[config.mk]
export PLATFORM = sky130hd
export DESIGN_NAME = phy_dly_port
export DESIGN_NICKNAME = d
export VERILOG_FILES = /design/src/rtl/phy_port_pkg.sv /design/src/rtl/phy_ctl_regs.sv /design/src/rtl/phy_strobe_edge.sv /design/src/rtl/phy_delay_bank.sv /design/src/rtl/phy_dly_port.sv
export SDC_FILE = /design/constraint.sdc
export NUM_CORES = 1
export LEC_CHECK = 0
export BUFFER_PORTS_ARGS = -buffer_cell sky130_fd_sc_hd__buf_2
export CELL_PAD_IN_SITES_DETAIL_PLACEMENT = 1
export CELL_PAD_IN_SITES_GLOBAL_PLACEMENT = 2
export CORE_MARGIN = 8
export CORE_UTILIZATION = 32
export DETAILED_ROUTE_END_ITERATION = 12
export PLACE_DENSITY = 0.86
export SETUP_SLACK_MARGIN = 0.5
export SYNTH_ARGS = -nofsm -noshare
export SYNTH_HDL_FRONTEND = slang
export SYNTH_SLANG_ARGS = --single-unit
[constraint.sdc]
create_clock -name clk -period 2.3 [get_ports clk]
set_input_delay 0.46 -clock clk [delete_from_list [all_inputs] [get_ports clk]]
set_output_delay 0.46 -clock clk [all_outputs]
set_load 0.02 [all_outputs]
[src/rtl/phy_port_pkg.sv]
package phy_port_pkg;
  localparam int IDX_W     = 8;
  localparam int BYTE_W    = 8;
  localparam int F_IDX_LSB = 0;
  localparam int F_WD_LSB  = 8;
  localparam int F_RD_LSB  = 12;
  localparam int B_WSTB    = 24;
  localparam int B_RSTB    = 25;
  localparam int B_ACK     = 26;

  // default delay setting for a bank index
  function automatic int dly_default(input int idx);
    case (idx)
      0, 1:    return 4;
      6:       return 9;
      7:       return 2;
      8:       return 3;
      default: return 0;
    endcase
  endfunction
endpackage

[src/rtl/phy_ctl_regs.sv]
module phy_ctl_regs
  import phy_port_pkg::*;
#(
  parameter int ADDR_W   = 8,
  parameter int PORT_OFS = 'h10
) (
  input  logic              clk,
  input  logic              rst,
  input  logic              reg_wr,
  input  logic [ADDR_W-1:0] reg_addr,
  input  logic [31:0]       reg_wdata,
  output logic              hit,
  output logic [IDX_W-1:0]  idx_q,
  output logic [BYTE_W-1:0] wdat_q,
  output logic              wstb_q,
  output logic              rstb_q
);
  localparam logic [ADDR_W-1:0] OFS = ADDR_W'(PORT_OFS);

  logic unused_bits;
  assign unused_bits = ^{reg_wdata[31:B_ACK], reg_wdata[B_WSTB-1:F_WD_LSB+BYTE_W]};

  assign hit = (reg_addr == OFS);

  always_ff @(posedge clk) begin
    if (rst) begin
      idx_q  <= '0;
      wdat_q <= '0;
      wstb_q <= 1'b0;
      rstb_q <= 1'b0;
    end else if (reg_wr && hit) begin
      idx_q  <= reg_wdata[F_IDX_LSB +: IDX_W];
      wdat_q <= reg_wdata[F_WD_LSB +: BYTE_W];
      wstb_q <= reg_wdata[B_WSTB];
      rstb_q <= reg_wdata[B_RSTB];
    end
  end
endmodule

[src/rtl/phy_strobe_edge.sv]
module phy_strobe_edge (
  input  logic clk,
  input  logic rst,
  input  logic wstb,
  input  logic rstb,
  output logic wr_fire,
  output logic rd_fire,
  output logic ack
);
  logic wstb_d, rstb_d;
  logic w_rise, r_rise;

  assign w_rise  = wstb & ~wstb_d;
  assign r_rise  = rstb & ~rstb_d;
  assign wr_fire = w_rise;
  assign rd_fire = r_rise & ~w_rise;   // write wins a simultaneous rise

  always_ff @(posedge clk) begin
    if (rst) begin
      wstb_d <= 1'b0;
      rstb_d <= 1'b0;
      ack    <= 1'b0;
    end else begin
      wstb_d <= wstb;
      rstb_d <= rstb;
      if (w_rise || r_rise)
        ack <= 1'b1;
      else if (!(wstb || rstb))
        ack <= 1'b0;
    end
  end
endmodule

[src/rtl/phy_delay_bank.sv]
module phy_delay_bank
  import phy_port_pkg::*;
#(
  parameter int NUM_DLY = 9,
  parameter int DLY_W   = 8
) (
  input  logic                     clk,
  input  logic                     rst,
  input  logic                     we,
  input  logic [IDX_W-1:0]         idx,
  input  logic [DLY_W-1:0]         wdat,
  output logic [DLY_W-1:0]         rdat,
  output logic [NUM_DLY*DLY_W-1:0] flat
);
  logic [DLY_W-1:0] ent [NUM_DLY];

  for (genvar g = 0; g < NUM_DLY; g++) begin : g_ent
    localparam logic [DLY_W-1:0] RST_V = DLY_W'(dly_default(g));
    always_ff @(posedge clk) begin
      if (rst)
        ent[g] <= RST_V;
      else if (we && idx == IDX_W'(g))
        ent[g] <= wdat;
    end
    assign flat[g*DLY_W +: DLY_W] = ent[g];
  end

  always_comb begin
    rdat = '0;
    for (int i = 0; i < NUM_DLY; i++)
      if (idx == IDX_W'(i)) rdat = ent[i];
  end
endmodule

[src/rtl/phy_dly_port.sv]
module phy_dly_port
  import phy_port_pkg::*;
#(
  parameter int ADDR_W   = 8,
  parameter int PORT_OFS = 'h10,
  parameter int NUM_DLY  = 9,
  parameter int DLY_W    = 8
) (
  input  logic                     clk,
  input  logic                     rst,
  input  logic                     reg_wr,
  input  logic [ADDR_W-1:0]        reg_addr,
  input  logic [31:0]              reg_wdata,
  output logic [31:0]              reg_rdata,
  output logic [NUM_DLY*DLY_W-1:0] dly_o
);
  logic              hit;
  logic [IDX_W-1:0]  idx_q;
  logic [BYTE_W-1:0] wdat_q;
  logic              wr_lvl, rd_lvl;
  logic              wr_fire, rd_fire, ack_q;
  logic [DLY_W-1:0]  bank_rd;
  logic [BYTE_W-1:0] rdat_q;

  phy_ctl_regs #(.ADDR_W(ADDR_W), .PORT_OFS(PORT_OFS)) u_ctl (
    .clk(clk), .rst(rst), .reg_wr(reg_wr), .reg_addr(reg_addr),
    .reg_wdata(reg_wdata), .hit(hit), .idx_q(idx_q), .wdat_q(wdat_q),
    .wstb_q(wr_lvl), .rstb_q(rd_lvl)
  );

  phy_strobe_edge u_edge (
    .clk(clk), .rst(rst), .wstb(wr_lvl), .rstb(rd_lvl),
    .wr_fire(wr_fire), .rd_fire(rd_fire), .ack(ack_q)
  );

  phy_delay_bank #(.NUM_DLY(NUM_DLY), .DLY_W(DLY_W)) u_bank (
    .clk(clk), .rst(rst), .we(wr_fire), .idx(idx_q),
    .wdat(DLY_W'(wdat_q)), .rdat(bank_rd), .flat(dly_o)
  );

  always_ff @(posedge clk) begin
    if (rst)          rdat_q <= '0;
    else if (rd_fire) rdat_q <= BYTE_W'(bank_rd);
  end

  always_comb begin
    reg_rdata = '0;
    if (hit) begin
      reg_rdata[F_IDX_LSB +: IDX_W] = idx_q;
      reg_rdata[F_RD_LSB +: BYTE_W] = rdat_q;
      reg_rdata[B_WSTB]             = wr_lvl;
      reg_rdata[B_RSTB]             = rd_lvl;
      reg_rdata[B_ACK]              = ack_q;
    end
  end
endmodule

# == Yosys cells after proc, flatten, opt, wreduce, memory -nomap -nowiden ==
# Memory sizes are Yosys's and may differ from the RTL's.
# Index checks and enable logic that the tools add are counted.
# totals
elab_cells,99
mem_count,1
ram_bits,72
latch_bits,0
mem_bits_ro,0
register_bits,29
output_inout_bits,104
input_bits,43
# op_classes
n_addsub,0
n_eq_ne,10
div_mod_pow,0
bitwise,15
muxes,52
mul,0
shifts,0
n_lt_le_gt_ge,0
n_reduce_logical,13
# memory_table
name,depth,word_bits,read_ports,rd_ports_with_merged_regs,write_ports,line_no,text
u_bank.ent,9,8,9,0,9,phy_delay_bank.sv:15,logic [DLY_W-1:0] ent [NUM_DLY];
# ops
operator,count
$mux 8,20
$eq 8x3->1 const B,4
$mux 1,31
$eq 8x2->1 const B,2
$logic_and 1x1->1,10
$or 1x1->1,9
$eq 8x1->1 const B,1
$eq 8x4->1 const B,1
$eq 8x5->1 const B,1
$logic_not 8->1,1
$and 1x1->1,3
$mux 3,1
$not 1->1,3
$logic_or 1x1->1,2
$ne 2x1->1 const B,1

# == Logic depth before layout (Yosys ltp) ==
# depth
word_depth,10
depth_mapped,7

# == Modules after synthesis ==
# Synthesis repeated with hierarchy kept, for this count alone.
# hier_totals
hier_cells,445
area_unflattened_um2,5215.0
# by_module_without_submodules
module,cells_per_inst,seq_area_each_um2,area_each_um2,instances
phy_delay_bank,293,2162.1,3726.1,1
phy_ctl_regs,81,360.3,848.3,1
phy_dly_port,60,160.2,535.5,1
phy_strobe_edge,11,60.1,105.1,1

# == Least setup slack after synthesis ==
# No wires, ideal clock.
# synth_path
path_kind,input to output
from,in reg_addr[1]
to,out reg_rdata[0]
cell_stages,5
t_required_ns,1.840
path_slack_ns,0.311
t_arrival_ns,1.529
path_cell_list,nor4_1 -> and4b_1 -> buf_2 -> clkbuf_1 -> and2_1
# synth_between
elab_chain_cells,2
# synth_rtl
element,line_no,text
from (decl),phy_dly_port.sv:12,"input logic [ADDR_W-1:0] reg_addr,"
$eq 8x5->1,phy_ctl_regs.sv:23,assign hit = (reg_addr == OFS);
$mux 8,phy_dly_port.sv:48,if (hit) begin
to (decl),phy_dly_port.sv:14,"output logic [31:0] reg_rdata,"
# No other way between the ends.

# == Worst setup path after layout ==
# layout_path
from,in reg_addr[1]
to,out reg_rdata[17]
# Same word-level chain as after synthesis.

==> results_dict.tcl <==
set metrics [dict create \
    synth.ff_latch_count 101 \
    diodes 0 \
    cts.clk_slew.worst_paths_ps 60 \
    drc 0 \
    dieArea_um2 19300 \
    combinationalPowerShare_pct 6.5 \
    final.setup.tns_ps 0 \
    synthTopCellsByArea "edfxtp_1, dfxtp_1, and2_1, nand2_1, mux2i_1" \
    worstSetupEndpointType "output port" \
    drtAntennaViolNets 0 \
    crit_path_max_incr_delay_ps 270 \
    core-area_um2 15000 \
    slowest_stage "and4b_1" \
    hp-start "reg_wdata[3]" \
    final_max_slew_viol_count 0 \
    drive_above_1_share_pct 34.7 \
    setup_slack_ps 305 \
    switching_share_pct 23.1 \
    row_count 45 \
    critical_path_class "in -> out" \
    clk_latency_ps 350 \
    synth-edff-count 72 \
    synth_adder_area_share_pct 0 \
    start_util_pct 32.2 \
    p_int_uw 2790 \
    timing.fmax_mhz 501 \
    vias_per_cell 5.09 \
    dr.first_iter.drc_count 273 \
    via_count 3918 \
    place.port_buffers 119 \
    worstPathCellList "buf_2 > nor4_2 > and4b_1 > buf_12 > and2_4 > buf_2" \
    netlist.area_leader.share_pct 44.8 \
    gp_congestion 0.827 \
    final_util_pct 41.5 \
    avgSynthCellArea_um2 10.9 \
    die_h_um 139 \
    grt_setup_unrepaired "true" \
    cts_htree_levels 3 \
    grt_first_pass_wirelength_mm 23.8 \
    ys_warn_count 0 \
    syn_inst 443 \
    min_to "u_ctl.idx_q[3]" \
    yosysMostFrequentCell "and2_1" \
    hold_depth 3 \
    setup_viol 0 \
    cp-start-kind "input port" \
    ioPinCount 147 \
    detail_route.wl_per_cell_um 20.6 \
    dp_slack_ps 227 \
    timing.final.crit_period_ps 1990 \
    finalNetCount 620 \
    whs_ps 351 \
    p_leak_uw 0.00244 \
    ys.flop_type "edfxtp_1" \
    slew_headroom_pct 58.0 \
    hold_viol_final 0 \
    grt_antenna_before_repair 0 \
    postCtsHoldBufs 0 \
    finalCritPeriodShare_pct 86.7 \
    crit_arrival_ps 1530 \
    cap_viol_max_count 0 \
    power_uw 3630 \
    pwr-share-clk_pct 38.1 \
    synthMuxAreaShare_pct 4.98 \
    cts.sinks 101 \
    switching_power_uw 837 \
    yosysTopAreaCell "edfxtp_1" \
    synthSimpleGateAreaFrac_pct 25.1 \
    power_frac_seq_pct 55.4 \
    grt_util_all_layers_pct 16.1 \
    final.setup_skew_ps 14.1 \
    die_w_um 139 \
    synthToLayoutAreaGrowth_pct 28.9 \
    wirelength_mm 15.9 \
    synth-xor-area-share_pct 0 \
    grt_max_degree 45 \
    hp-class "in -> reg" \
    ys_top_cells_by_count "and2_1, edfxtp_1, nand2_1" \
    ys_seq_area_share_pct 56.8 \
    async_flop_share_pct 0 \
    power_density_nw_per_um2 583 \
    regToRegSetupSlack_ps 520 \
    overflow 0 \
    vdd_drop_max_mv 0.382 \
    worst_ep_required_time_ps 1840 \
    synth_compound_area_share_pct 8.48 \
    dpl.hpwl_mm 11.8 \
    grt_pass1_vias 4115 \
    cpMostUsedCell "buf_2" \
    firstDrtPassIters 4 \
    cts_buffer_depth 2 \
    root_buffer "clkbuf_16" \
    tightest_slew_ps 628 \
    critPathMaxFanout 21 \
    status "complete, no violations" \
    cts_tree "built" \
    ff2ff_path_depth 7 \
    synthesis.area_um2 4830 \
    synth_cell_types 41 \
    r2r_start "u_ctl.idx_q[5]" \
    r2r_end "rdat_q[6]" \
    cts_made_buffers 9 \
    synth_top_family_by_area "simple AND/OR/NAND/NOR gates" \
]
## metrics by stage
step                      std cells  area (um2)
after floorplan                 455        4930
after global placement          743        5670
after detailed placement        743        5670
after CTS                       762        6060
after global routing            770        6220
final                           770        6220
## kinds of logic after synthesis
family	count (synthesis)
AO/OA/AOI/OAI	65
flip-flops	101
multiplexers	19
other	1
AND/OR/NAND/NOR	219
buffers and inverters	38
## power by group through the flow
stage | sequential, uW | clock, uW | combinational [uW]
global route | 2010 | 1470 | 251
detailed placement | 2050 | 0 | 220
global placement | 2050 | 0 | 216
floorplan | 2090 | 0 | 89.0
CTS | 2010 | 1390 | 233
finish | 2010 | 1380 | 235
## cell type report
| cell class | count | area [um2] |
|---|---|---|
| fill | 1693 | 8760 |
| sequential | 101 | 2750 |
| multi-input combinational | 316 | 2090 |
| timing repair buffer | 147 | 881 |
| clock buffer | 13 | 240 |
| tap | 188 | 235 |
| clock inverter | 3 | 16.3 |
| inverter | 2 | 7.51 |
## layer usage
| metal | vias to the layer above | part of all wire, % | global-route usage (%) |
|---|---|---|---|
| met3 | 25 | 5.7 | 4.20 |
| li1 | 1809 | - | - |
| met4 | 0 | 2.3 | 5.95 |
| met1 | 1966 | 41 | 18.7 |
| met2 | 118 | 51 | 28.0 |
| met5 | - | 0 | 0 |
## worst max-delay path, delay by kind of cell
family,cells,cell delay [ps]
buffers and inverters,3,420
AND/OR/NAND/NOR,3,640
## cell usage in the layout, fill, tap and decap left out, types with 9 or more instances in the layout
master     instances
mux2i_1           15
nand4_1           10
nor2_1            14
a21oi_1           28
edfxtp_1          72
and2_4            11
conb_1            13
and3_1             9
o21ai_0           11
clkbuf_16         10
buf_4             23
nand2_1           55
buf_2            117
dfxtp_1           26
and2_1            69
## registers in the layout, indices dropped and copies added, names as in the netlist
signal,count
u_ctl.rstb_q,1
u_edge.ack,1
u_ctl.wstb_q,1
u_edge.wstb_d,1
u_edge.rstb_d,1
u_ctl.idx_q,8
rdat_q,8
u_bank.ent,72
u_ctl.wdat_q,8
## worst max path at each step
| stage | depth (start not counted) | start | end |
|---|---|---|---|
| after floorplan | 5 | u_ctl.idx_q[3] | u_bank.ent[4][0] |
| after global placement | 6 | reg_addr[1] | reg_rdata[2] |
| after detailed placement | 7 | reg_addr[1] | u_ctl.idx_q[5] |
| after CTS | 6 | reg_addr[1] | reg_rdata[17] |
| after global routing | 6 | reg_addr[1] | reg_rdata[17] |
| final | 6 | reg_addr[1] | reg_rdata[17] |
## timing repair
action,CTS,global route
resized for setup,20,19
pin swaps,5,5
gates cloned,0,1
setup endpoints to repair,163,161
buffers inserted,3,7
Power figures use the tool's default switching activity.
